**src/rtl/usr_pkg.sv**
```systemverilog
package usr_pkg;
  localparam int unsigned OSR      = 16;
  localparam int unsigned MAX_BITS = 9;
  localparam int unsigned CNT_W    = $clog2(OSR);
  localparam int unsigned IDX_W    = $clog2(MAX_BITS + 1);

  typedef enum logic [2:0] {
    ST_IDLE  = 3'd0,
    ST_START = 3'd1,
    ST_DATA  = 3'd2,
    ST_PAR   = 3'd3,
    ST_STOP  = 3'd4
  } rx_state_e;

  typedef enum logic [1:0] {
    PM_NONE  = 2'b00,
    PM_EVEN  = 2'b01,
    PM_ODD   = 2'b10,
    PM_NONE2 = 2'b11
  } par_mode_e;

  function automatic logic [IDX_W-1:0] frame_len(input logic [1:0] sel);
    case (sel)
      2'b00:   frame_len = IDX_W'(7);
      2'b10:   frame_len = IDX_W'(9);
      default: frame_len = IDX_W'(8);
    endcase
  endfunction

  function automatic logic parity_on(input logic [1:0] pm);
    parity_on = (pm == PM_EVEN) || (pm == PM_ODD);
  endfunction
endpackage

```
**src/rtl/usr_sync.sv**
```systemverilog
module usr_sync #(
  parameter int unsigned STAGES = 2
) (
  input  logic clk,
  input  logic rst_n,
  input  logic d_in,
  output logic d_out
);
  logic [STAGES-1:0] chain_q;

  generate
    for (genvar g = 0; g < STAGES; g++) begin : g_stage
      if (g == 0) begin : g_first
        always_ff @(posedge clk or negedge rst_n) begin
          if (!rst_n) chain_q[g] <= 1'b1;
          else        chain_q[g] <= d_in;
        end
      end else begin : g_rest
        always_ff @(posedge clk or negedge rst_n) begin
          if (!rst_n) chain_q[g] <= 1'b1;
          else        chain_q[g] <= chain_q[g-1];
        end
      end
    end
  endgenerate

  assign d_out = chain_q[STAGES-1];
endmodule

```
**src/rtl/usr_bit_fsm.sv**
```systemverilog
module usr_bit_fsm
  import usr_pkg::*;
#(
  parameter int unsigned OVERSAMPLE = OSR,
  parameter int unsigned NBITS_MAX  = MAX_BITS
) (
  input  logic                 clk,
  input  logic                 rst_n,
  input  logic                 line_s,
  input  logic                 tick16,
  input  logic                 rx_en,
  input  logic [1:0]           len_sel,
  input  logic [1:0]           par_mode,
  input  logic                 two_stop,
  output logic                 frame_vld,
  output logic [NBITS_MAX-1:0] frame_data,
  output logic                 frame_par_bit,
  output logic                 frame_stop_bad,
  output logic                 busy
);
  localparam int unsigned CW   = $clog2(OVERSAMPLE);
  localparam int unsigned IW   = $clog2(NBITS_MAX + 1);
  localparam logic [CW-1:0] LAST = CW'(OVERSAMPLE - 1);
  localparam logic [CW-1:0] MID  = CW'(OVERSAMPLE / 2 - 1);

  rx_state_e             st_q, st_n;
  logic [CW-1:0]         cnt_q, cnt_n;
  logic [IW-1:0]         idx_q, idx_n;
  logic [NBITS_MAX-1:0]  sh_q, sh_n;
  logic                  pb_q, pb_n;
  logic                  sbad_q, sbad_n;
  logic                  sidx_q, sidx_n;
  logic                  vld_q, vld_n;
  logic [IW-1:0]         nbits;

  assign nbits = IW'(frame_len(len_sel));

  always_comb begin
    st_n   = st_q;
    cnt_n  = cnt_q;
    idx_n  = idx_q;
    sh_n   = sh_q;
    pb_n   = pb_q;
    sbad_n = sbad_q;
    sidx_n = sidx_q;
    vld_n  = 1'b0;
    if (!rx_en) begin
      st_n = ST_IDLE;
    end else if (tick16) begin
      case (st_q)
        ST_IDLE: begin
          if (!line_s) begin
            st_n  = ST_START;
            cnt_n = '0;
          end
        end
        ST_START: begin
          cnt_n = cnt_q + 1'b1;
          if (cnt_q == MID) begin
            if (!line_s) begin
              st_n   = ST_DATA;
              cnt_n  = '0;
              idx_n  = '0;
              sh_n   = '0;
              sbad_n = 1'b0;
              pb_n   = 1'b0;
            end else begin
              st_n = ST_IDLE;
            end
          end
        end
        ST_DATA: begin
          cnt_n = cnt_q + 1'b1;
          if (cnt_q == LAST) begin
            sh_n[idx_q] = line_s;
            if (idx_q == nbits - 1'b1) begin
              sidx_n = 1'b0;
              st_n   = parity_on(par_mode) ? ST_PAR : ST_STOP;
            end else begin
              idx_n = idx_q + 1'b1;
            end
          end
        end
        ST_PAR: begin
          cnt_n = cnt_q + 1'b1;
          if (cnt_q == LAST) begin
            pb_n   = line_s;
            sidx_n = 1'b0;
            st_n   = ST_STOP;
          end
        end
        ST_STOP: begin
          cnt_n = cnt_q + 1'b1;
          if (cnt_q == LAST) begin
            if (!line_s) sbad_n = 1'b1;
            if (two_stop && !sidx_q) begin
              sidx_n = 1'b1;
            end else begin
              vld_n = 1'b1;
              st_n  = ST_IDLE;
            end
          end
        end
        default: st_n = ST_IDLE;
      endcase
    end
  end

  always_ff @(posedge clk or negedge rst_n) begin
    if (!rst_n) begin
      st_q   <= ST_IDLE;
      cnt_q  <= '0;
      idx_q  <= '0;
      sh_q   <= '0;
      pb_q   <= 1'b0;
      sbad_q <= 1'b0;
      sidx_q <= 1'b0;
      vld_q  <= 1'b0;
    end else begin
      st_q   <= st_n;
      cnt_q  <= cnt_n;
      idx_q  <= idx_n;
      sh_q   <= sh_n;
      pb_q   <= pb_n;
      sbad_q <= sbad_n;
      sidx_q <= sidx_n;
      vld_q  <= vld_n;
    end
  end

  assign frame_vld      = vld_q;
  assign frame_data     = sh_q;
  assign frame_par_bit  = pb_q;
  assign frame_stop_bad = sbad_q;
  assign busy           = (st_q != ST_IDLE);
endmodule

```
**src/rtl/usr_frame_eval.sv**
```systemverilog
module usr_frame_eval
  import usr_pkg::*;
#(
  parameter int unsigned NBITS_MAX = MAX_BITS
) (
  input  logic [NBITS_MAX-1:0] data,
  input  logic                 par_bit,
  input  logic [1:0]           len_sel,
  input  logic [1:0]           par_mode,
  output logic                 par_err,
  output logic                 top_bit
);
  localparam int unsigned IW = $clog2(NBITS_MAX + 1);
  logic [IW-1:0] nbits;
  logic          ones_odd;

  assign nbits    = IW'(frame_len(len_sel));
  assign ones_odd = ^data;

  always_comb begin
    case (par_mode)
      PM_EVEN: par_err = ones_odd ^ par_bit;
      PM_ODD:  par_err = ~(ones_odd ^ par_bit);
      default: par_err = 1'b0;
    endcase
  end

  assign top_bit = data[nbits - 1'b1];
endmodule

```
**src/rtl/usr_rx_status.sv**
```systemverilog
module usr_rx_status #(
  parameter int unsigned NBITS_MAX = 9
) (
  input  logic                 clk,
  input  logic                 rst_n,
  input  logic                 xfer,
  input  logic                 clr,
  input  logic [NBITS_MAX-1:0] data_in,
  input  logic                 frm_in,
  input  logic                 par_in,
  output logic [NBITS_MAX-1:0] buf_q,
  output logic                 full_q,
  output logic                 ovr_q,
  output logic                 frm_q,
  output logic                 par_q,
  output logic                 sum_q,
  output logic                 irq_q
);
  logic                 buf_en;
  logic [NBITS_MAX-1:0] buf_n;
  logic full_n, ovr_n, frm_n, par_n, sum_n, irq_n;

  always_comb begin
    buf_en = xfer;
    buf_n  = data_in;
    full_n = full_q;
    ovr_n  = ovr_q;
    frm_n  = frm_q;
    par_n  = par_q;
    sum_n  = sum_q;
    irq_n  = 1'b0;
    if (xfer) begin
      full_n = 1'b1;
      ovr_n  = full_q;
      frm_n  = frm_in;
      par_n  = par_in;
      sum_n  = full_q | frm_in | par_in;
      irq_n  = ~full_q;
    end else if (clr) begin
      full_n = 1'b0;
      ovr_n  = 1'b0;
      frm_n  = 1'b0;
      par_n  = 1'b0;
      sum_n  = 1'b0;
    end
  end

  always_ff @(posedge clk or negedge rst_n) begin
    if (!rst_n) begin
      buf_q <= '0;
    end else if (buf_en) begin
      buf_q <= buf_n;
    end
  end

  always_ff @(posedge clk or negedge rst_n) begin
    if (!rst_n) begin
      full_q <= 1'b0;
      ovr_q  <= 1'b0;
      frm_q  <= 1'b0;
      par_q  <= 1'b0;
      sum_q  <= 1'b0;
      irq_q  <= 1'b0;
    end else begin
      full_q <= full_n;
      ovr_q  <= ovr_n;
      frm_q  <= frm_n;
      par_q  <= par_n;
      sum_q  <= sum_n;
      irq_q  <= irq_n;
    end
  end
endmodule

```
**src/rtl/uart_sleep_rx.sv**
```systemverilog
module uart_sleep_rx
  import usr_pkg::*;
#(
  parameter int unsigned SYNC_STAGES = 2,
  parameter int unsigned NBITS_MAX   = MAX_BITS
) (
  input  logic                 clk,
  input  logic                 rst_n,
  input  logic                 rxd,
  input  logic                 tick16,
  input  logic                 rx_en,
  input  logic                 sleep_en,
  input  logic                 rts_en,
  input  logic [1:0]           len_sel,
  input  logic [1:0]           par_mode,
  input  logic                 two_stop,
  input  logic                 rd_lo,
  output logic [NBITS_MAX-1:0] rx_data,
  output logic                 rx_full,
  output logic                 err_ovr,
  output logic                 err_frm,
  output logic                 err_par,
  output logic                 err_sum,
  output logic                 rx_irq,
  output logic                 rts_n
);
  logic                 line_s;
  logic                 frame_vld;
  logic [NBITS_MAX-1:0] frame_data;
  logic                 frame_par_bit;
  logic                 frame_stop_bad;
  logic                 busy;
  logic                 par_err;
  logic                 frame_msb;
  logic                 xfer_go;
  logic                 clr_go;

  usr_sync #(.STAGES(SYNC_STAGES)) u_sync (
    .clk   (clk),
    .rst_n (rst_n),
    .d_in  (rxd),
    .d_out (line_s)
  );

  usr_bit_fsm #(.OVERSAMPLE(OSR), .NBITS_MAX(NBITS_MAX)) u_fsm (
    .clk            (clk),
    .rst_n          (rst_n),
    .line_s         (line_s),
    .tick16         (tick16),
    .rx_en          (rx_en),
    .len_sel        (len_sel),
    .par_mode       (par_mode),
    .two_stop       (two_stop),
    .frame_vld      (frame_vld),
    .frame_data     (frame_data),
    .frame_par_bit  (frame_par_bit),
    .frame_stop_bad (frame_stop_bad),
    .busy           (busy)
  );

  usr_frame_eval #(.NBITS_MAX(NBITS_MAX)) u_eval (
    .data     (frame_data),
    .par_bit  (frame_par_bit),
    .len_sel  (len_sel),
    .par_mode (par_mode),
    .par_err  (par_err),
    .top_bit  (frame_msb)
  );

  assign xfer_go = frame_vld && rx_en && !(sleep_en && !frame_msb);
  assign clr_go  = rd_lo || !rx_en;

  usr_rx_status #(.NBITS_MAX(NBITS_MAX)) u_status (
    .clk     (clk),
    .rst_n   (rst_n),
    .xfer    (xfer_go),
    .clr     (clr_go),
    .data_in (frame_data),
    .frm_in  (frame_stop_bad),
    .par_in  (par_err),
    .buf_q   (rx_data),
    .full_q  (rx_full),
    .ovr_q   (err_ovr),
    .frm_q   (err_frm),
    .par_q   (err_par),
    .sum_q   (err_sum),
    .irq_q   (rx_irq)
  );

  assign rts_n = !(rts_en && rx_en && !busy);
endmodule

```
**config.mk**
```make
export PLATFORM = sky130hd
export DESIGN_NAME = uart_sleep_rx
export DESIGN_NICKNAME = d
export VERILOG_FILES = /design/src/rtl/usr_pkg.sv /design/src/rtl/usr_sync.sv /design/src/rtl/usr_bit_fsm.sv /design/src/rtl/usr_frame_eval.sv /design/src/rtl/usr_rx_status.sv /design/src/rtl/uart_sleep_rx.sv
export SDC_FILE = /design/constraint.sdc
export NUM_CORES = 1
export LEC_CHECK = 0
export ABC_AREA = 1
export BUFFER_PORTS_ARGS = -buffer_cell sky130_fd_sc_hd__clkbuf_2
export CORE_ASPECT_RATIO = 1.1
export CORE_MARGIN = 2
export CORE_UTILIZATION = 50
export CTS_CLUSTER_SIZE = 16
export DETAILED_ROUTE_END_ITERATION = 8
export PLACE_DENSITY = 0.78
export SYNTH_ARGS = -nofsm -noshare
export SYNTH_HDL_FRONTEND = slang
export SYNTH_SLANG_ARGS = --single-unit
```
**constraint.sdc**
```tcl
create_clock -name clk -period 2.05 [get_ports clk]
set_input_delay 0.41 -clock clk [delete_from_list [all_inputs] [get_ports clk]]
set_output_delay 0.41 -clock clk [all_outputs]
set_load 0.01 [all_outputs]
```
# Word level (Yosys, flattened, before mapping)
# Cells that the tools add are included.
[classes]
add_sub_neg = 3
n_mux = 56
n_eq_ne = 28
magnitude_cmp = 3
bitwise_logic = 5
reduce_logical = 33
[ops]
columns = ["cell", "count"]
rows = [
  ["2-to-1 mux 3 bit", 10],
  ["2-to-1 mux 9 bit", 3],
  ["2-to-1 mux 1 bit", 24],
  ["2-to-1 mux 4 bit", 6],
  ["one-hot mux 9 bit (2 select lines)", 1],
  ["one-hot mux 4 bit (2 select lines)", 2],
  ["AND reduction 8 bit", 2],
  ["inequality test 3 x 2 -> 1 bit, second input constant", 5],
  ["one-hot mux 3 bit (5 select lines)", 1],
  ["AND reduction 7 bit", 2],
  ["inequality test 2 x 1 -> 1 bit, second input constant", 6],
  ["one-hot mux 4 bit (3 select lines)", 1],
  ["AND reduction 6 bit", 2],
  ["< comparator 4 x 5 -> 1 bit, second input constant", 2],
  ["inequality test 2 bit, second input constant", 5],
  ["bitwise mux 9 bit", 1],
  ["nonzero test 3 bit", 3],
  ["parity 9 bit", 1],
  ["adder 4 x 1 -> 4 bit, second input constant", 2],
  ["nonzero test 2 bit", 4],
  ["logical AND 1 bit", 7],
  ["equality test 3 x 2 -> 1 bit, second input constant", 2],
  ["zero test 1 bit", 6],
  ["inequality test 3 bit, second input constant", 2],
  ["22 further kinds", 28],
]
[word_totals]
register_bits = 41
inputBits = 13
elab_cells = 145

# Depth between registers and ports, before layout
[logic_depth]
ltp_word = 10
ltp_mapped = 11
depth_no_buf = 11

# Modules after synthesis
# A second synthesis with hierarchy kept.
[unflattened]
cells_unflattened = 351
hier_area_um2 = 2473.6
[by_module_without_submodules]
columns = ["module", "n_inst", "area_per_inst_um2", "cells_each"]
rows = [
  ["usr_bit_fsm", 1, 1621.6, 238],
  ["usr_rx_status", 1, 563.0, 61],
  ["usr_frame_eval", 1, 205.2, 44],
  ["usr_sync", 1, 52.6, 2],
  ["uart_sleep_rx", 1, 31.3, 6],
]

# Worst setup path before layout
# Ideal clock, no wire load.
[synth_timing]
path_kind = "reg-to-reg"
from = "register u_fsm.cnt_q[0]"
to = "register u_fsm.sh_q[0] (netlist: u_fsm.frame_data[0])"
arrival_ns = 1.354
required_time_ns = 1.925
path_stages_with_launch = 11
period_less_slack_ns = 1.479
slack_ns = 0.571
path_cell_list = "dfrtp_1 ha_1 nand2_1 nor2_1 inv_1 a21oi_2 nand2_1 inv_2 nand2_2 o21ai_0 o21ai_1"
[synth_via]
elab_chain_cells = 3
word_cells_on_any_way = 5
cone_classes = "eq/ne (4); reduce/logical (1)"
[synth_rtl]
columns = ["element", "line", "text"]
rows = [
  ["start, declared", "usr_bit_fsm.sv:27", "logic [CW-1:0] cnt_q, cnt_n;"],
  ["start signal, assigned", "usr_bit_fsm.sv:121", "cnt_q <= cnt_n;"],
  ["equality test 4 x 3 -> 1 bit or equality test 4 bit (tied branches)", "usr_bit_fsm.sv:59, usr_bit_fsm.sv:74", ""],
  ["inequality test 2 x 1 -> 1 bit (no line)", "--", ""],
  ["AND reduction 6 bit (no line) (*)", "--", ""],
  ["end signal, assigned", "usr_bit_fsm.sv:123", "sh_q <= sh_n;"],
  ["end, declared", "usr_bit_fsm.sv:29", "logic [NBITS_MAX-1:0] sh_q, sh_n;"],
]
# Every way passes the cells marked *; elsewhere a longest branch is shown, timed or not.
# A chain may end at the register's enable or synchronous reset.

# Worst setup path in the final report
[layout_timing]
from = "register u_fsm.st_q[1]"
to = "output port rts_n"
[layout_via]
elab_chain_cells = 4
[layout_rtl]
columns = ["element", "line", "text"]
rows = [
  ["start, declared", "usr_bit_fsm.sv:26", "rx_state_e st_q, st_n;"],
  ["start signal, assigned", "usr_bit_fsm.sv:120", "st_q <= st_n;"],
  ["nonzero test 3 bit", "usr_bit_fsm.sv:135", "assign busy = (st_q != ST_IDLE);"],
  ["zero test 1 bit", "uart_sleep_rx.sv:90", "assign rts_n = !(rts_en && rx_en && !busy);"],
  ["logical AND 1 bit", "uart_sleep_rx.sv:90", ""],
  ["zero test 1 bit", "uart_sleep_rx.sv:90", ""],
  ["end, declared", "uart_sleep_rx.sv:25", "output logic rts_n"],
]
# Every way passes these cells.

==> results_dict.tcl <==
set metrics [dict create \
    status "complete, no violations" \
    dr_total_vias 2066 \
    grtUsageTotal_pct 20.0 \
    synth_compound_area_share_pct 12.1 \
    hold_viol 0 \
    ant_nets 0 \
    finalPower_w 0.00183 \
    first_pass_iters 4 \
    finClkSkew_ps 6.80 \
    fp.dieW_um 69.5 \
    remaining_drc_errors 0 \
    synth-async-reset-ratio_pct 100 \
    die_height_um 76.0 \
    worstPathRequired_ps 1640 \
    startpoint_type "flip-flop" \
    synth_nets 340 \
    max-vdd-ir-drop_mv 0.352 \
    crit_chain "nor2_2 -> inv_1 -> nor2_1 -> nand3_1 -> clkbuf_2" \
    grt_start_max_net_pins 42 \
    critPathTopFamily "flip-flops" \
    cts_root_buffer "clkbuf_8" \
    max_slew_margin_pct 66.9 \
    crit_buf_inv 2 \
    rsz0062_at_grt "false" \
    p_per_area_nw_per_um2 677 \
    synth_ff_type "dfrtp_1" \
    hold_slack_ps 159 \
    seqPwrFrac_pct 48.1 \
    slew_violations 0 \
    synthSimpleGateAreaFrac_pct 28.1 \
    power.internal_w 0.00132 \
    p_switching_w 0.000504 \
    grt_pass1_vias 2003 \
    synth.avg_cell_area_um2 7.37 \
    wire_per_inst_um 11.3 \
    syn_area_um2 2360 \
    cts_buffers 5 \
    fin_nets 374 \
    drtIter0Drc 105 \
    slowest_delay_ps 460 \
    crit_arrival_ps 1370 \
    synth_edf_count 0 \
    nFillCells 423 \
    synth_area_leaders "dfrtp_1, nand2_1, inv_1" \
    portBuffers 28 \
    clk-insertion-delay-late_ps 300 \
    min_period_ps 1780 \
    grt-ovfl-total 0 \
    clock-sinks 41 \
    grt_pass1_wl_um 8690 \
    crit_slowest_cell "dfrtp_1" \
    yosys_warnings 0 \
    cts_setup_buffers 0 \
    synth-xor-area-share_pct 2.60 \
    synthToLayoutAreaGrowth_pct 14.3 \
    synth_top_area_share_pct 41.4 \
    p_leak_nw 1.44 \
    synth_top_family_by_area "simple AND/OR/NAND/NOR gates" \
    hold_path.class "in2async" \
    routed_wl_um 4640 \
    ys_types 27 \
    rows 26 \
    p_comb_share_pct 14.2 \
    cts.path.max_buffers 2 \
    clock.fmax_mhz 561 \
    yosysMostFrequentCell "nand2_1" \
    synth_fa_ha_area_share_pct 3.71 \
    initial_core_util_pct 51.4 \
    cts_tree "built" \
    synthTopCellsByCount "nand2_1, inv_1, dfrtp_1, o21ai_0, nor2_1" \
    avgViaCountPerCell 5.03 \
    ys_ff_latch 41 \
    gp_congestion 0.908 \
    die_area_um2 5280 \
    antenna_found_initial 0 \
    hpwl_um 3490 \
    antenna_cells 0 \
    coreArea_um2 4590 \
    setup_viol 0 \
    maxCapViolations 0 \
    setup_tns_ps 0 \
    htree_levels 2 \
    p_clk_share_pct 37.7 \
    sw_frac_of_total_pct 27.6 \
    cp-end-kind "output pin" \
    ys_seq_area_share_pct 43.6 \
    synth_cells 320 \
    tightest_slew_ps 497 \
    path_max_fanout 4 \
    cts.clk_slew.worst_paths_ps 80 \
    synth_area_leader_cell "dfrtp_1" \
    muxShareOfSynthArea_pct 0 \
    period_share_pct 86.9 \
    drive_gt1_share_pct 15.8 \
    critical_path_class "reg2out" \
    io_pins 29 \
]
[kinds of logic after synthesis]
| logic type | after synthesis |
|---|---|
| buffers and inverters | 61 |
| AO/OA/AOI/OAI | 53 |
| flip-flops | 41 |
| AND/OR/NAND/NOR | 151 |
| adder cells (fa/ha/maj) | 7 |
| XOR/XNOR | 7 |
[what timing repair did]
item | CTS | global route
hold buffers | 0 | 0
resized for setup | 0 | 1
endpoints found under the setup margin | 0 | 1
[metal layers]
| layer | part of all wire [%] | GRT usage (%) |
|---|---|---|
| met3 | 4.9 | 4.89 |
| met1 | 46 | 26.2 |
| met2 | 47 | 32.0 |
| met4 | 2.3 | 7.65 |
| met5 | 0 | 0 |
[power by group through the flow]
stage / Sequential [W] / Combinational [W] / Clock [W]
6_report: 0.000877 / 0.000259 / 0.000689
5_1_grt: 0.000882 / 0.000316 / 0.000752
4_1_cts: 0.000876 / 0.000260 / 0.000711
3_5_place_dp: 0.000892 / 0.000258 / 0
3_3_place_gp: 0.000891 / 0.000255 / 0
2_1_floorplan: 0.000882 / 0.000191 / 0
[cell usage in the layout, fill, tap and decap left out, types with 3 or more instances in the layout]
master,instances
nand2_2,4
inv_1,54
clkbuf_2,28
nand4_1,8
nand2_1,84
o21ai_1,11
clkbuf_8,6
xnor2_1,4
inv_2,3
nor2_1,27
o21ai_0,30
nand3_1,21
o22ai_1,3
ha_1,7
dfrtp_1,39
a21oi_1,3
xor2_1,3
nor2_2,3
buf_4,3
[path summary, 6_finish.rpt]
| check | slack, ps | from | cells after the start | to |
|---|---|---|---|---|
| max | 270 | u_fsm.st_q[1] | 5 | rts_n |
| min | 160 | rst_n | 2 | u_status.buf_q[2] |
| max reg2reg | 320 | u_fsm.cnt_q[0] | 10 | u_fsm.st_q[0] |
| min reg2reg | 360 | u_sync.chain_q[0] | 0 | u_sync.d_out |
| max in group asynchronous | 1540 | rst_n | 2 | u_sync.d_out |
| min in group clk | 190 | rxd | 1 | u_sync.chain_q[0] |
[state kept, by name, indices dropped and copies added, names as in the netlist, 3 cells and up]
name / cells
u_fsm.frame_data: 9
u_status.buf_q: 9
u_fsm.cnt_q: 4
u_fsm.idx_q: 4
u_fsm.st_q: 3
[per-stage QoR]
stage	area, µm²	instances	util (%)	setup WS (ps)
final	2700	411	58.8	269
after global routing	2700	411	58.8	71.0
after CTS	2690	411	58.7	224
after detailed placement	2570	403	56.1	302
after global placement	2570	403	56.1	381
after floorplan	2360	320	-	571
[cell type report]
cell class                 instances  area [µm²]  area share [%]
clock inverter                     2        37.5            1.39
multi-input combinational        218        1100            40.8
clock buffer                       6        82.6            3.06
sequential                        41        1030            38.2
inverter                          57         214            7.94
timing repair buffer              31         163            6.04
tap                               56        70.1            2.60
(Power assumes the default switching activity.)
